--- src/rtl/rn_pkg.sv ---
package rn_pkg;
   localparam int RN_THREADS_DEF = 2;
   localparam int RN_LOG_DEF     = 8;
   localparam int RN_PHYS_DEF    = 64;

   // index width that stays at least one bit wide
   function automatic int idx_w(input int n);
      return (n <= 2) ? 1 : $clog2(n);
   endfunction

   function automatic bit is_pow2(input int n);
      return (n > 0) && ((n & (n - 1)) == 0);
   endfunction
endpackage

--- src/rtl/rn_map_table.sv ---
module rn_map_table #(
   parameter int NUM_LOG = 8,
   parameter int TAG_W   = 6,
   parameter int BASE    = 0
) (
   input  logic                              clk,
   input  logic                              rst_n,
   input  logic [rn_pkg::idx_w(NUM_LOG)-1:0] rd_idx1,
   input  logic [rn_pkg::idx_w(NUM_LOG)-1:0] rd_idx2,
   output logic [TAG_W-1:0]                  rd_tag1,
   output logic [TAG_W-1:0]                  rd_tag2,
   input  logic                              wr_en,
   input  logic [rn_pkg::idx_w(NUM_LOG)-1:0] wr_idx,
   input  logic [TAG_W-1:0]                  wr_tag
);
   logic [TAG_W-1:0] map_q [NUM_LOG];

   // reads see the pre-update contents (source equal to destination gets the old tag)
   assign rd_tag1 = map_q[rd_idx1];
   assign rd_tag2 = map_q[rd_idx2];

   always_ff @(posedge clk) begin
      if (!rst_n) begin
         for (int i = 0; i < NUM_LOG; i++)
            map_q[i] <= TAG_W'(BASE + i);
      end else if (wr_en) begin
         map_q[wr_idx] <= wr_tag;
      end
   end
endmodule

--- src/rtl/rn_free_list.sv ---
module rn_free_list #(
   parameter int NUM_PHYS  = 64,
   parameter int INIT_BASE = 16,
   parameter int INIT_CNT  = 48
) (
   input  logic                               clk,
   input  logic                               rst_n,
   input  logic                               pop,
   output logic [rn_pkg::idx_w(NUM_PHYS)-1:0] head_tag,
   output logic                               empty,
   input  logic                               push,
   input  logic [rn_pkg::idx_w(NUM_PHYS)-1:0] push_tag
);
   localparam int TAG_W = rn_pkg::idx_w(NUM_PHYS);
   localparam int CNT_W = $clog2(NUM_PHYS + 1);

   logic [TAG_W-1:0] mem [NUM_PHYS];
   logic [TAG_W-1:0] rd_ptr, wr_ptr, rd_nxt, wr_nxt;
   logic [CNT_W-1:0] count;

   generate
      if (rn_pkg::is_pow2(NUM_PHYS)) begin : g_wrap_free
         assign rd_nxt = rd_ptr + 1'b1;
         assign wr_nxt = wr_ptr + 1'b1;
      end else begin : g_wrap_cmp
         assign rd_nxt = (rd_ptr == TAG_W'(NUM_PHYS - 1)) ? '0 : rd_ptr + 1'b1;
         assign wr_nxt = (wr_ptr == TAG_W'(NUM_PHYS - 1)) ? '0 : wr_ptr + 1'b1;
      end
   endgenerate

   assign head_tag = mem[rd_ptr];
   assign empty    = (count == '0);

   always_ff @(posedge clk) begin
      if (!rst_n) begin
         for (int i = 0; i < NUM_PHYS; i++)
            mem[i] <= (i < INIT_CNT) ? TAG_W'(INIT_BASE + i) : '0;
         rd_ptr <= '0;
         wr_ptr <= TAG_W'(INIT_CNT % NUM_PHYS);
         count  <= CNT_W'(INIT_CNT);
      end else begin
         if (push) begin
            mem[wr_ptr] <= push_tag;
            wr_ptr      <= wr_nxt;
         end
         if (pop)
            rd_ptr <= rd_nxt;
         case ({push, pop})
            2'b10:   count <= count + 1'b1;
            2'b01:   count <= count - 1'b1;
            default: count <= count;
         endcase
      end
   end

   // a release never arrives with every tag already free
   p_no_overflow_r8: assert property (@(posedge clk) disable iff (!rst_n)
      push |-> (count < CNT_W'(NUM_PHYS)));
   // nothing is taken from an empty list
   p_empty_blocks_r7: assert property (@(posedge clk) disable iff (!rst_n)
      (count == '0) |-> !pop);
   // an allocation without a release shrinks the pool by one
   p_count_down_r3: assert property (@(posedge clk) disable iff (!rst_n)
      (pop && !push) |=> (count == CNT_W'($past(count) - 1'b1)));
endmodule

--- src/rtl/rn_rename_unit.sv ---
module rn_rename_unit #(
   parameter int NUM_THREADS = rn_pkg::RN_THREADS_DEF,
   parameter int NUM_LOG     = rn_pkg::RN_LOG_DEF,
   parameter int NUM_PHYS    = rn_pkg::RN_PHYS_DEF
) (
   input  logic                                  clk,
   input  logic                                  rst_n,
   input  logic                                  in_valid,
   input  logic [rn_pkg::idx_w(NUM_THREADS)-1:0] in_tid,
   input  logic [rn_pkg::idx_w(NUM_LOG)-1:0]     in_dst,
   input  logic [rn_pkg::idx_w(NUM_LOG)-1:0]     in_src1,
   input  logic [rn_pkg::idx_w(NUM_LOG)-1:0]     in_src2,
   output logic                                  in_ready,
   output logic [rn_pkg::idx_w(NUM_PHYS)-1:0]    out_psrc1,
   output logic [rn_pkg::idx_w(NUM_PHYS)-1:0]    out_psrc2,
   output logic [rn_pkg::idx_w(NUM_PHYS)-1:0]    out_pdst,
   input  logic                                  rel_valid,
   input  logic [rn_pkg::idx_w(NUM_PHYS)-1:0]    rel_tag
);
   localparam int TAG_W     = rn_pkg::idx_w(NUM_PHYS);
   localparam int LIVE      = NUM_THREADS * NUM_LOG;
   localparam int INIT_FREE = NUM_PHYS - LIVE;

   generate
      if (INIT_FREE < 1) begin : g_bad_pool
         $error("physical pool must exceed the sum of all logical registers");
      end
      if (NUM_THREADS < 1 || NUM_LOG < 2) begin : g_bad_shape
         $error("need at least one thread and two logical registers");
      end
   endgenerate

   logic             fl_empty, fire;
   logic [TAG_W-1:0] fl_head;
   logic [TAG_W-1:0] t_rd1 [NUM_THREADS];
   logic [TAG_W-1:0] t_rd2 [NUM_THREADS];

   assign in_ready = !fl_empty;
   assign fire     = in_valid && in_ready;

   rn_free_list #(
      .NUM_PHYS  (NUM_PHYS),
      .INIT_BASE (LIVE),
      .INIT_CNT  (INIT_FREE)
   ) u_free (
      .clk      (clk),
      .rst_n    (rst_n),
      .pop      (fire),
      .head_tag (fl_head),
      .empty    (fl_empty),
      .push     (rel_valid),
      .push_tag (rel_tag)
   );

   // one private table per thread; only the selected one is written
   for (genvar t = 0; t < NUM_THREADS; t++) begin : g_thr
      rn_map_table #(
         .NUM_LOG (NUM_LOG),
         .TAG_W   (TAG_W),
         .BASE    (t * NUM_LOG)
      ) u_map (
         .clk     (clk),
         .rst_n   (rst_n),
         .rd_idx1 (in_src1),
         .rd_idx2 (in_src2),
         .rd_tag1 (t_rd1[t]),
         .rd_tag2 (t_rd2[t]),
         .wr_en   (fire && (int'(in_tid) == t)),
         .wr_idx  (in_dst),
         .wr_tag  (fl_head)
      );
   end

   assign out_psrc1 = t_rd1[in_tid];
   assign out_psrc2 = t_rd2[in_tid];
   assign out_pdst  = fl_head;

   // a fresh tag is never one of the live source mappings
   p_fresh_dst_r3: assert property (@(posedge clk) disable iff (!rst_n)
      fire |-> (out_pdst != out_psrc1) && (out_pdst != out_psrc2));
   // release plus rename leaves at least one tag available
   p_same_cycle_r9: assert property (@(posedge clk) disable iff (!rst_n)
      (rel_valid && fire) |=> in_ready);
endmodule

--- config.mk ---
export PLATFORM = sky130hd
export DESIGN_NAME = rn_rename_unit
export DESIGN_NICKNAME = d
export VERILOG_FILES = /design/src/rtl/rn_pkg.sv /design/src/rtl/rn_map_table.sv /design/src/rtl/rn_free_list.sv /design/src/rtl/rn_rename_unit.sv
export SDC_FILE = /design/constraint.sdc
export NUM_CORES = 1
export LEC_CHECK = 0
export ABC_AREA = 1
export BUFFER_PORTS_ARGS = -buffer_cell sky130_fd_sc_hd__buf_2
export CORE_MARGIN = 3
export CORE_UTILIZATION = 24
export CTS_CLUSTER_DIAMETER = 120
export CTS_CLUSTER_SIZE = 12
export DETAILED_ROUTE_END_ITERATION = 12
export PLACE_DENSITY_LB_ADDON = 0.05
export SYNTH_ARGS = -nofsm -noshare
export SYNTH_HDL_FRONTEND = slang
export SYNTH_SLANG_ARGS = --single-unit
export TNS_END_PERCENT = 100
--- constraint.sdc ---
create_clock -name clk -period 4.2 [get_ports clk]
set_input_delay 0.21 -clock clk [delete_from_list [all_inputs] [get_ports clk]]
set_output_delay 0.21 -clock clk [all_outputs]
set_load 0.02 [all_outputs]
==> results by group <==
Place
  – DP Area: 26160 µm²
  – Placer congestion estimate: 0.7790
  – Port Buffers: 38
  – Worst slack, placed: 1.064 ns
  – Post-DP HPWL: 56810 µm

Yosys
  – Synth warn: 0
  – Register area share after synthesis: 0.6021
  – Area leader, netlist: edfxtp_1
  – Post-synth EDFFs: 480
  – Top cells by area, synth: edfxtp_1 58%, nand2_1 13%, nand3_1 7.6%, nor2_1 4.8%, a21oi_1 2.7%
  – Compound-cell area share of the yosys netlist: 0.06254
  – Syn_area_per_cell: 9.056 µm²
  – Largest family of logic cells by synthesized area: simple AND/OR/NAND/NOR gates
  – Top cell types by occurrence after synthesis: 852 x nand2_1, 480 x edfxtp_1, 377 x nand3_1, 315 x nor2_1, 164 x inv_1
  – XOR/XNOR Fraction of Synth Area: 0.002829
  – Flops & latches, synth: 505
  – Top cell type's share of synthesized area: 0.5819
  – Post-synthesis adder-cell area fraction: 0.002526
  – Synth Area in Simple Gates: 0.2667
  – Post-synthesis net count: 2760
  – Cell variety after synth: 30
  – Mapped Area: 24770 µm²
  – Most frequent cell after synthesis: nand2_1
  – Post-synthesis mux area share: 0
  – Ys async rst share: 0
  – Dominant synthesized flop cell: edfxtp_1
  – Mapped Cells: 2735

Critical path
  – CP top delay family: simple AND/OR/NAND/NOR gates
  – RR Endpoint: g_thr[1].u_map.map_q[0][0]
  – Worst setup EP type: output port
  – Max incr delay on CP: 0.49 ns
  – Arr. time, crit path: 3.48 ns
  – Worst EP required: 3.99 ns
  – Crit-path slowest cell: dfxtp_4
  – Critical path destination: out_pdst[5]
  – Max FO, Critical Path: 50
  – Setup CP Type: reg -> out
  – Most frequent CP cell: nand2_1
  – Startpoint types: flip-flop
  – Cells along the critical path: inv_6 > buf_4 > nand2_1 > nand3_1 > nand3_1 > nand2_1 > nand2_1 > nand3_1 > nand3_2 > nand2_1 > buf_2
  – R2r setup slk: 1.26 ns
  – R2R cell count: 10
  – Worst path bufs/invs: 3
  – CP Depth: 11

CTS
  – CTS tree: built
  – Num CTS Buffers: 48
  – Worst-Skew Late Latency: 0.62 ns
  – Post-CTS sizing: 0
  – H-tree lvl count: 2
  – Clock tree sinks: 505
  – Root Driver: clkbuf_16
  – Total setup buffers inserted after CTS: 0
  – Clock-pin slew on the worst setup and hold paths: 0.07 ns
  – Longest Clk Path Bufs: 3

Pwr
  – Peak VDD IR: 0.3096 mV
  – Power Density: 404.3 nW/µm²
  – Leakage: 0.009820 µW

Global route
  – GR Overflow Total: 0
  – Initial antenna violation count: 0
  – Vias in the first global route: 19200
  – First-pass GRT wire length: 130700 µm
  – GRT Total Usage: 0.1640
  – Largest net degree at the start of global routing: 97

Layout
  – Final Instance Area: 27510 µm²
  – Area Overhead vs Synth: 11.05%
  – Fin nets: 2703
  – Diode count: 0
  – Ratio of cells with drive above 1 in the final layout: 0.06373

Worst hold path
  – Worst min-delay path class: in -> reg

Drt
  – Post-route ant nets: 0
  – Final WL: 88580 µm
  – DRT Pass-1 Iters: 8
  – Drt drc: 0
  – DR vias/cell: 4.663
  – Wirelength per Cell: 21.78 µm
  – Initial DRC Count: 1518
  – Vias: 18970

Die
  – IO Pins: 39
  – Starting Density: 0.2427
  – Full die area: 107100 µm²
  – CORE AREA: 102000 µm²
  – Cell Rows: 117
  – Die X: 327.3 µm
  – Die H: 327.3 µm

Outcome
  – Status: completed

STA
  – Worst-Margin Slew: 1.173 ns
  – Crit share post-route: 0.8797
  – RSZ-0062 raised after global routing: no
  – Worst Slack Setup Final: 0.5051 ns
  – Max Fclk: 0.2706 GHz
  – Count of pins over their slew limit: 0
  – Rel. slew slack: 0.2179
  – Skew final: 0.02702 ns
  – Fin. Hold Viols: 0
  – Tmin final: 3.695 ns
  – # setup viols final: 0
  – Sum Neg Setup Slack: 0 ns

Job
  – Total of max-cap violations: 0
## layout by cell type (no fill, tap or decap), drive strengths merged
master,n
a21oi,152
buf,72
clkbuf,68
clkinv,5
dfxtp,25
dlygate4sd3,2
edfxtp,480
ha,5
inv,172
nand2,853
nand3,391
nand3b,4
nand4,3
nor2,316
nor3,17
nor3b,2
o211ai,22
o21ai,89
o221ai,13
xnor2,3
xor2,5
## metrics by stage
| stage | total power, µW | std cells | hold slack (ns) | util |
|---|---|---|---|---|
| finish | 11120 | 4067 | 0.1527 | 0.2696 |
| global route | 11600 | 4067 | 0.1529 | 0.2696 |
| CTS | 11310 | 4067 | 0.1056 | 0.2696 |
| detailed placement | 7107 | 3994 | 0.4936 | 0.2564 |
| global placement | 7114 | 3994 | 0.4876 | 0.2564 |
| floorplan | 6612 | 2735 | 0.3760 | - |
## layout make-up
cell class / instances / area, µm²
Tap cell: 1368 / 1712
Clock inverter: 3 / 28.78
Fill cell: 11040 / 74530
Multi-Input combinational cell: 1875 / 8288
Sequential cell: 505 / 14920
Inverter: 174 / 663.1
Clock buffer: 68 / 1297
Timing Repair Buffer: 74 / 593.1
## kinds of logic (layout without fill, tap and decap cells)
kind of cell | after synthesis | after routing
compound gates | 276 | 276
flops | 505 | 505
xor+xnor | 8 | 8
fa+ha+maj | 5 | 5
simple gates | 1586 | 1586
buf+inv | 355 | 319
## report_power, final
part	internal (µW)	total, µW	switching, µW
clock network	2130	4150	2020
logic	304	1270	969
registers	5620	5690	77.3
## worst min path at each step
stage	startpoint	endpoint	slack [ns]	depth (start not counted)
after floorplan	rel_valid	u_free.wr_ptr[1]	0.38	2
after global routing	rel_tag[0]	u_free.mem[20][0]	0.15	3
after detailed placement	u_free.count[6]	u_free.count[6]	0.49	2
final	rel_tag[0]	u_free.mem[20][0]	0.15	3
after CTS	rel_tag[0]	u_free.mem[20][0]	0.11	3
after global placement	u_free.count[6]	u_free.count[6]	0.49	2
## worst min-delay path: cells and delay by family
family	cells	cell delay (ns)
buffers and inverters	2	0.31
and+or+nand+nor	1	0.08
## timing repair
item | CTS | global route
hold buffers | 2 | 0
setup endpoints to repair | 0 | 0
hold endpoints to repair | 6 | 0
## state kept, by name, indices dropped and copies added (netlist names), named ones only
name               flops
u_free.mem           384
g_thr.u_map.map_q     96
u_free.count           7
u_free.rd_ptr          6
u_free.wr_ptr          6
## per-layer routing
layer	vias up	part of all wire	GRT usage
met5	-	0	0
met4	0	0.024	0.04272
met3	107	0.037	0.01815
met2	417	0.45	0.2580
met1	9388	0.49	0.2393
li1	9054	-	-
No activity file was read; power rests on OpenSTA's default activity.
